### config.mk
export PLATFORM = sky130hd
export DESIGN_NAME = bp_two_bit_table
export DESIGN_NICKNAME = d
export VERILOG_FILES = /design/src/rtl/bp_pkg.sv /design/src/rtl/bp_rst_sync.sv /design/src/rtl/bp_clear_seq.sv /design/src/rtl/bp_ctr_table.sv /design/src/rtl/bp_two_bit_table.sv
export SDC_FILE = /design/constraint.sdc
export NUM_CORES = 1
export LEC_CHECK = 0
export BUFFER_PORTS_ARGS = -buffer_cell sky130_fd_sc_hd__buf_2
export CORE_MARGIN = 4
export CORE_UTILIZATION = 49
export DETAILED_ROUTE_END_ITERATION = 8
export PLACE_DENSITY_LB_ADDON = 0.25
export SYNTH_ARGS = -nofsm -noshare
export SYNTH_HDL_FRONTEND = slang
export SYNTH_SLANG_ARGS = --single-unit
### constraint.sdc
create_clock -name clk -period 4.3 [get_ports clk]
set_input_delay 1.075 -clock clk [delete_from_list [all_inputs] [get_ports clk]]
set_output_delay 1.075 -clock clk [all_outputs]
set_load 0.02 [all_outputs]
### src/rtl/bp_pkg.sv
package bp_pkg;
  typedef logic [1:0] ctr_t;

  localparam ctr_t CTR_LO = 2'd0;
  localparam ctr_t CTR_HI = 2'd3;

  // One saturating step toward the observed direction.
  function automatic ctr_t ctr_step(input ctr_t cur, input logic taken);
    ctr_t nxt;
    nxt = cur;
    if (taken && cur != CTR_HI) nxt = cur + 2'd1;
    else if (!taken && cur != CTR_LO) nxt = cur - 2'd1;
    return nxt;
  endfunction

  function automatic logic ctr_dir(input ctr_t cur);
    return cur[1];
  endfunction
endpackage

### src/rtl/bp_rst_sync.sv
module bp_rst_sync (
  input  logic clk,
  input  logic arst_n,
  output logic rst_n_o
);
  logic [1:0] sync_q;

  always_ff @(posedge clk or negedge arst_n) begin
    if (!arst_n) sync_q <= 2'b00;
    else         sync_q <= {sync_q[0], 1'b1};
  end

  assign rst_n_o = sync_q[1];
endmodule

### src/rtl/bp_clear_seq.sv
module bp_clear_seq #(
  parameter int DEPTH = 16,
  localparam int IDX_W = $clog2(DEPTH)
) (
  input  logic             clk,
  input  logic             rst_n,
  output logic             busy_o,
  output logic [IDX_W-1:0] clr_idx_o
);
  logic             busy_q, busy_d;
  logic [IDX_W-1:0] idx_q, idx_d;
  logic             last;

  assign last = (idx_q == IDX_W'(DEPTH - 1));

  always_comb begin
    busy_d = busy_q;
    idx_d  = idx_q;
    if (busy_q) begin
      idx_d = idx_q + IDX_W'(1);
      if (last) busy_d = 1'b0;
    end
  end

  always_ff @(posedge clk or negedge rst_n) begin
    if (!rst_n) begin
      busy_q <= 1'b1;
      idx_q  <= '0;
    end else if (busy_q) begin
      busy_q <= busy_d;
      idx_q  <= idx_d;
    end
  end

  assign busy_o    = busy_q;
  assign clr_idx_o = idx_q;

  // the walk runs once per reset and never restarts on its own.
  p_busy_stays_low_r1: assert property (@(posedge clk) disable iff (!rst_n)
    !busy_q |=> !busy_q);
endmodule

### src/rtl/bp_ctr_table.sv
module bp_ctr_table
  import bp_pkg::*;
#(
  parameter int DEPTH = 16,
  localparam int IDX_W = $clog2(DEPTH)
) (
  input  logic             clk,
  input  logic             rst_n,
  input  logic             clr_en,
  input  logic [IDX_W-1:0] clr_idx,
  input  logic             upd_en,
  input  logic [IDX_W-1:0] upd_idx,
  input  logic             upd_taken,
  input  logic [IDX_W-1:0] lk_idx,
  output ctr_t             lk_ctr,
  output ctr_t             upd_ctr
);
  ctr_t             ctr_q [DEPTH];
  logic [DEPTH-1:0] wr_sel;
  ctr_t             wr_val;

  assign upd_ctr = ctr_q[upd_idx];
  assign lk_ctr  = ctr_q[lk_idx];
  assign wr_val  = clr_en ? CTR_LO : ctr_step(upd_ctr, upd_taken);

  for (genvar g = 0; g < DEPTH; g++) begin : g_sel
    assign wr_sel[g] = (clr_en && clr_idx == IDX_W'(g)) ||
                       (!clr_en && upd_en && upd_idx == IDX_W'(g));
  end

  // Storage carries no reset; the clear sequencer zeroes it.
  always_ff @(posedge clk) begin
    for (int i = 0; i < DEPTH; i++) begin
      if (wr_sel[i]) ctr_q[i] <= wr_val;
    end
  end

  p_taken_steps_up_r4: assert property (@(posedge clk) disable iff (!rst_n)
    (upd_en && !clr_en && upd_taken && upd_ctr != CTR_HI)
      |=> ctr_q[$past(upd_idx)] == $past(upd_ctr) + 2'd1);
  p_taken_saturates_r4: assert property (@(posedge clk) disable iff (!rst_n)
    (upd_en && !clr_en && upd_taken && upd_ctr == CTR_HI)
      |=> ctr_q[$past(upd_idx)] == CTR_HI);
  p_nt_steps_down_r5: assert property (@(posedge clk) disable iff (!rst_n)
    (upd_en && !clr_en && !upd_taken && upd_ctr != CTR_LO)
      |=> ctr_q[$past(upd_idx)] == $past(upd_ctr) - 2'd1);
  p_nt_saturates_r5: assert property (@(posedge clk) disable iff (!rst_n)
    (upd_en && !clr_en && !upd_taken && upd_ctr == CTR_LO)
      |=> ctr_q[$past(upd_idx)] == CTR_LO);
endmodule

### src/rtl/bp_two_bit_table.sv
module bp_two_bit_table
  import bp_pkg::*;
#(
  parameter int PC_W         = 32,
  parameter int PC_SPAN      = 32,
  parameter int MISS_PENALTY = 2,
  localparam int PEN_W = $clog2(MISS_PENALTY + 1)
) (
  input  logic             clk,
  input  logic             rst_n,
  input  logic [PC_W-1:0]  lk_pc,
  output logic             lk_taken,
  input  logic             rs_valid,
  input  logic [PC_W-1:0]  rs_pc,
  input  logic             rs_taken,
  output logic             rs_mispredict,
  output logic [PEN_W-1:0] rs_penalty,
  output logic             rs_jump,
  output logic             busy
);
  localparam int DEPTH = PC_SPAN / 2;
  localparam int IDX_W = $clog2(DEPTH);
  localparam int TOP_B = $clog2(PC_SPAN) - 1;

  logic             rst_int_n;
  logic             clr_busy;
  logic [IDX_W-1:0] clr_idx;
  logic [IDX_W-1:0] lk_idx, rs_idx;
  ctr_t             lk_ctr, rs_ctr;
  logic             rs_live, miss;

  bp_rst_sync u_rst_sync (
    .clk     (clk),
    .arst_n  (rst_n),
    .rst_n_o (rst_int_n)
  );

  bp_clear_seq #(.DEPTH(DEPTH)) u_clear (
    .clk       (clk),
    .rst_n     (rst_int_n),
    .busy_o    (clr_busy),
    .clr_idx_o (clr_idx)
  );

  // Halfword-aligned code: address bit 0 is dropped from the index.
  assign lk_idx  = lk_pc[TOP_B:1];
  assign rs_idx  = rs_pc[TOP_B:1];
  assign rs_live = rs_valid && !clr_busy;

  bp_ctr_table #(.DEPTH(DEPTH)) u_table (
    .clk       (clk),
    .rst_n     (rst_int_n),
    .clr_en    (clr_busy),
    .clr_idx   (clr_idx),
    .upd_en    (rs_live),
    .upd_idx   (rs_idx),
    .upd_taken (rs_taken),
    .lk_idx    (lk_idx),
    .lk_ctr    (lk_ctr),
    .upd_ctr   (rs_ctr)
  );

  assign miss          = rs_live && (rs_taken != ctr_dir(rs_ctr));
  assign lk_taken      = !clr_busy && ctr_dir(lk_ctr);
  assign rs_mispredict = miss;
  assign rs_penalty    = miss ? PEN_W'(MISS_PENALTY) : '0;
  assign rs_jump       = rs_live && rs_taken;
  assign busy          = clr_busy;

  p_quiet_while_clearing_r9: assert property (@(posedge clk) disable iff (!rst_int_n)
    busy |-> (!rs_mispredict && !rs_jump && rs_penalty == '0 && !lk_taken));
endmodule

* Word-level counts from Yosys, hierarchy flattened *
Memories as Yosys holds them, arrays and structs flattened.
Index checks and enable logic that the tools add are counted.

word-level totals
  memory bits (writable) = 32
  memories = 1
  register bits after elaboration = 7
  logic and storage cells = 197
  input bits = 68
  output and inout bits = 6

cells by class
  muxes and demuxes = 83
  reduce and logical (&&, ||, !) cells = 75
  $add $sub $neg = 3
  equality and inequality tests = 32

memories
  memory         depth  width  read ports  clocked after memory_dff  write ports  line                text
  u_table.ctr_q  16     2      2           0                         1            bp_ctr_table.sv:18  ctr_t ctr_q [DEPTH];

operators with widths
  operator                                                             count
  4-bit == test (second input constant)                                16
  4-bit two-way mux                                                    15
  1-bit two-way mux                                                    49
  1-bit logical AND                                                    39
  2-bit two-way mux                                                    19
  4-bit by 3-bit == test with 1-bit output (second input constant)     8
  2-bit OR reduction                                                   15
  4-bit by 2-bit == test with 1-bit output (second input constant)     4
  1-bit logical OR                                                     16
  4-bit by 1-bit == test with 1-bit output (second input constant)     2
  4-bit logical NOT                                                    2
  4-bit by 1-bit adder with 4-bit output (second input constant)       1
  2-bit by 1-bit adder with 2-bit output (second input constant)       1
  1-bit logical NOT                                                    2
  2-bit inequality test (second input constant)                        1
  2-bit nonzero test                                                   1
  2-bit by 1-bit subtractor with 2-bit output (second input constant)  1
  1-bit inequality test                                                1

* Depth between registers and ports, before layout *
  depth after elaboration = 23
  mapped depth = 11
  gate-level depth less buffers = 9

* Cells and area by module *
From an unflattened synthesis, not the netlist that was laid out.

second synthesis, totals
  cell total of the unflattened synthesis = 140
  area total of the unflattened synthesis = 2114.5 µm²

by module, submodules not included
  module            cells each  seq. area each (µm²)  area an instance (µm²)  instances
  bp_ctr_table      115         960.9                 1801.7                  1
  bp_clear_seq      14          126.4                 196.4                   1
  bp_two_bit_table  8           0.0                   62.6                    1
  bp_rst_sync       3           50.0                  53.8                    1

* Worst setup path before layout *
No wires, ideal clock.

  kind = input to output
  start = in rs_pc[1]
  end = out rs_penalty[1]
  arrival = 2976 ps
  path buffers = 3
  slack = 249 ps
  stages on the path = 7
  path through = buf_2 > buf_2 > mux4_2 > a22oi_1 > nand4_1 > a21oi_1 > buf_4

between the ends
  longest elaborated chain between the ends = 4

RTL lines
  element                  line                    text
  start, declared          bp_two_bit_table.sv:14  input logic [PC_W-1:0] rs_pc,
  memory read 16 x 2 bit   -
  1-bit inequality test    bp_two_bit_table.sv:63  assign miss = rs_live && (rs_taken != ctr_dir(rs_ctr));
  1-bit logical AND        bp_two_bit_table.sv:63
  named net rs_mispredict  bp_two_bit_table.sv:16  output logic rs_mispredict,
  2-bit two-way mux        bp_two_bit_table.sv:66  assign rs_penalty = miss ? PEN_W'(MISS_PENALTY) : '0;
  end, declared            bp_two_bit_table.sv:17  output logic [PEN_W-1:0] rs_penalty,

The timed path passes the listed nets, and every way through them passes these cells.

* Worst setup path after layout *
  start = in rs_pc[1]
  end = mem u_table.ctr_q[7][1] (netlist name) (data pin)

between the ends
  longest elaborated chain between the ends = 21
  elaborated cells on any way between the ends = 109
  those cells by class = add/sub (2); eq/ne (15); mux (46); reduce/logical (45); memory (1)

RTL lines
  element                                                                              line                text
  memory read 16 x 2 bit *                                                             -
  branches (longest 3 deep; another with 2-bit by 1-bit subtractor with 2-bit output)  -
  2-bit two-way mux *                                                                  bp_pkg.sv:11        if (taken && cur != CTR_HI) nxt = cur + 2'd1;
  2-bit two-way mux *                                                                  bp_ctr_table.sv:24  assign wr_val = clr_en ? CTR_LO : ctr_step(upd_ctr, upd_taken);
  named net u_table.wr_val[1]                                                          bp_ctr_table.sv:20  ctr_t wr_val;
  2-bit two-way mux (no source line) (14 in a row)                                     -
  2-bit two-way mux (no source line) *                                                 -
  end, declared                                                                        bp_ctr_table.sv:18

Mark *: on every way through the listed nets, which the timed path passes.

==> tab_implementation.tex <==
\begin{tabular}{lr}
\hline
Metric & Value \\
\hline
\multicolumn{2}{l}{\textbf{Outcome}} \\
Result of the run & completed \\
\multicolumn{2}{l}{\textbf{Final layout}} \\
Most used cells in the layout excluding fill and tap cells & 32 x edfxtp\_1, 16 x buf\_2, 14 x mux4\_2 \\
Layout cell share with drive strength beyond 1 & 26.1\% \\
Synthesis-to-finish area growth & 10.6\% \\
Layout Cell Area excl Fill & 2230 um\^{}2 \\
Fillers & 333 \\
Antenna diode instance count & 0 \\
Most common library cell in the layout ignoring fill and taps & edfxtp\_1 \\
Nets & 230 \\
\multicolumn{2}{l}{\textbf{Clocking}} \\
Count of instances resized after the clock tree is built & 0 \\
TritonCTS clock tree & done \\
Clock root cell & clkbuf\_8 \\
Depth of the CTS H-tree & 2 \\
Clock latency on the worst-skew pair & 0.28 ns \\
Total clock sinks & 39 \\
Clock Pin Slew Worst Setup and Hold Paths & 0.07 ns \\
CTS buffer count & 5 \\
Setup fix buffers added after clock tree synthesis & 0 \\
Number of buffers inserted by hold repair at cts & 0 \\
Deepest clock path buffer count & 2 \\
\multicolumn{2}{l}{\textbf{STA}} \\
Fmax & 251 MHz \\
Slew margin rel. & 21.4\% \\
Worst hold slack across all endpoints & 0.0723 ns \\
Final worst clock skew & 0.00756 ns \\
Worst Setup Slack, final & 0.308 ns \\
Total negative slack & 0 ns \\
Hold violation total from the final report & 0 \\
Fin crit share & 92.8\% \\
Unrepaired setup endpoints after global routing & false \\
Final Max Tran Viols & 0 \\
Slew @ Worst Pin & 1.18 ns \\
Minimum period implied by the final worst setup slack & 3.99 ns \\
Setup-violating endpoint count in the final report & 0 \\
\multicolumn{2}{l}{\textbf{Placed design}} \\
Final HPWL DP & just over 3000 um \\
Input/output buffers & 16 \\
Cell area after placement & 2120 um\^{}2 \\
Post-Place Worst Slack & 0.0473 ns \\
Global placer's final weighted congestion & 0.791 \\
\multicolumn{2}{l}{\textbf{Synth}} \\
Cell count after synthesis & 141 \\
Number of different library cells in the post-synthesis netlist & 32 \\
Sequential-to-total area share from yosys stat & between 50\% and 60\% \\
Nets in the synthesized netlist & 215 \\
Mean instance size in the synthesized netlist & 14.3 um\^{}2 \\
Count of synthesis-stage warnings from yosys & 0 \\
Total of flip-flops plus latches after synthesis & 39 \\
Netlist area before placement & between 2000 and 2500 um\^{}2 \\
\multicolumn{2}{l}{\textbf{Drt}} \\
Post-Route WL & 4040 um \\
Total DRC errors in the routed layout & 0 \\
Detailed-routing iteration count for the pre-antenna-repair pass & 4 \\
Antenna Nets Post-Route & 0 \\
Detailed-route wire length per cell & 19.5 um \\
Vias after detailed routing & 1250 \\
Vias per cell & 6.04 \\
1st-iter DRT viols & 93 \\
\multicolumn{2}{l}{\textbf{Setup path}} \\
RR Endpoint & u\_table.ctr\_q[7][1] \\
Startpoint of the most critical register-to-register path & u\_table.ctr\_q[10][1] \\
Slack of the worst reg-to-reg path & between 1 and 1.5 ns \\
Highest net fanout along the worst path & 16 \\
Worst path required time & 4.21 ns \\
Path depth of the worst reg2reg path & 7 \\
Setup crit start kind & input port \\
Critical path data arrival time & between 3 and 4 ns \\
CP endpoint kind & flip-flop \\
Type of the worst setup path & input port to flip-flop \\
\multicolumn{2}{l}{\textbf{Power}} \\
Power density over the cells & 371 nW/um\^{}2 \\
Peak supply drop & 0.000165 V \\
Pleak & roughly 0.8 nW \\
Final total power & 0.828 mW \\
\multicolumn{2}{l}{\textbf{Global route}} \\
Antenna violations before repair & 0 \\
Pin count of the biggest net entering global routing & 17 \\
Via count of the first global-routing pass & 1272 \\
Total overflow reported by the global router & 0 \\
Wire length of the first global-routing pass & 6530 um \\
Total routing resource utilization after global routing & 16.9\% \\
\multicolumn{2}{l}{\textbf{Floorplanning}} \\
Core region area & approximately 4000 um\^{}2 \\
Std cell rows & 23 \\
Total Die Area & about 5200 um\^{}2 \\
Initial Util & around half \\
Vertical extent of the die & 72.2 um \\
Number of primary I/O pins & between 70 and 80 \\
Horizontal die dimension & 72.2 um \\
\multicolumn{2}{l}{\textbf{Flow run}} \\
Max-capacitance violation count & 0 \\
\multicolumn{2}{l}{\textbf{Worst hold path}} \\
Type of the worst min-delay path & flip-flop to asynchronous set/reset pin \\
\hline
\end{tabular}
cells by family after synthesis:
family	Yosys count	synth area share, %
XOR/XNOR	4	1.74
AND/OR/NAND/NOR	37	9.86
other	2	0.372
adder cells (fa/ha/maj)	6	3.72
multiplexers	14	15.6
flip-flops	39	56.4
buffers and inverters	15	3.29
AO/OA/AOI/OAI	24	9.05
cell usage after synthesis (all sizes together):
cell type  number  share of area [%]
o21ai           5                1.2
xnor2           3                1.3
dfrtp           6                7.4
nand4           2               0.62
nor2b           4                1.2
a22o            9                3.9
a31o            1               0.43
a31oi           2               0.62
nor3            2               0.50
edfxtp         32                 48
nand2           5               0.93
nand3b          1               0.37
a22oi           1               0.37
buf             5                1.4
dfstp           1                1.3
nor3b           2               0.74
inv             6                1.1
nand2b          4                1.2
clkbuf          4               0.74
nor2            6                1.1
mux4           14                 16
conb            2               0.37
ha              6                3.7
and3            3               0.93
nand3           5                1.2
a21oi           2               0.50
and2            3               0.93
xor2            1               0.43
a32o            4                2.0
metal layers:
layer | vias up | wire length [um] | GRT usage [%]
li1 | 577 | - | -
met1 | 615 | 1660 | 22.4
met2 | 54 | 2080 | 28.6
met3 | 4 | 263 | 3.46
met4 | 0 | 37 | 4.38
met5 | - | 0 | 0
sequential cells by signal (all words and copies together), names as in the netlist:
signal,flops
u_clear.busy_o,1
u_clear.clr_idx_o,4
u_rst_sync.sync_q,2
u_table.ctr_q,32
layout make-up:
type	count	area, um^2	area share [%]
clock buffer	5	68.8	3.08
timing repair buffer	17	87.6	3.92
clock inverter	3	38.8	1.74
multi-input combinational	87	815	36.5
sequential	39	1140	51.0
inverter	6	22.5	1.01
tap	50	62.6	2.80
report_power, final:
group          total [mW]  switching (mW)  internal (mW)
combinational      0.0954          0.0593         0.0362
clock               0.293           0.123          0.170
sequential          0.439         0.00303          0.436
total               0.828           0.186          0.642
worst max-delay path: stages:
cell     delay, ns
buf_2         0.25
mux4_2        0.56
a22oi_1       0.36
and3_1        0.26
ha_1          0.25
nor3_1        0.15
a31oi_1       0.06
a21oi_1       0.93
how the worst max path moves through the flow:
| stage | from | end | slack (ns) | cells after the start |
|---|---|---|---|---|
| global placement | rs_pc[1] | u_table.ctr_q[15][1] | 0.18 | 8 |
| detailed placement | rs_pc[1] | u_table.ctr_q[15][1] | 0.05 | 8 |
| global route | rs_pc[1] | u_table.ctr_q[0][1] | 0.12 | 8 |
| floorplan | rs_pc[1] | rs_penalty[1] | 0.25 | 7 |
| CTS | rs_pc[1] | u_table.ctr_q[7][1] | 0.29 | 8 |
| finish | rs_pc[1] | u_table.ctr_q[7][1] | 0.31 | 8 |
per-stage QoR:
stage | std cells | util [%]
after floorplan | 141 | -
after global placement | 199 | 53.1
after detailed placement | 199 | 53.1
after CTS | 207 | 55.8
after global routing | 207 | 55.8
final | 207 | 55.8
No activity file was read; power rests on OpenSTA's default activity.
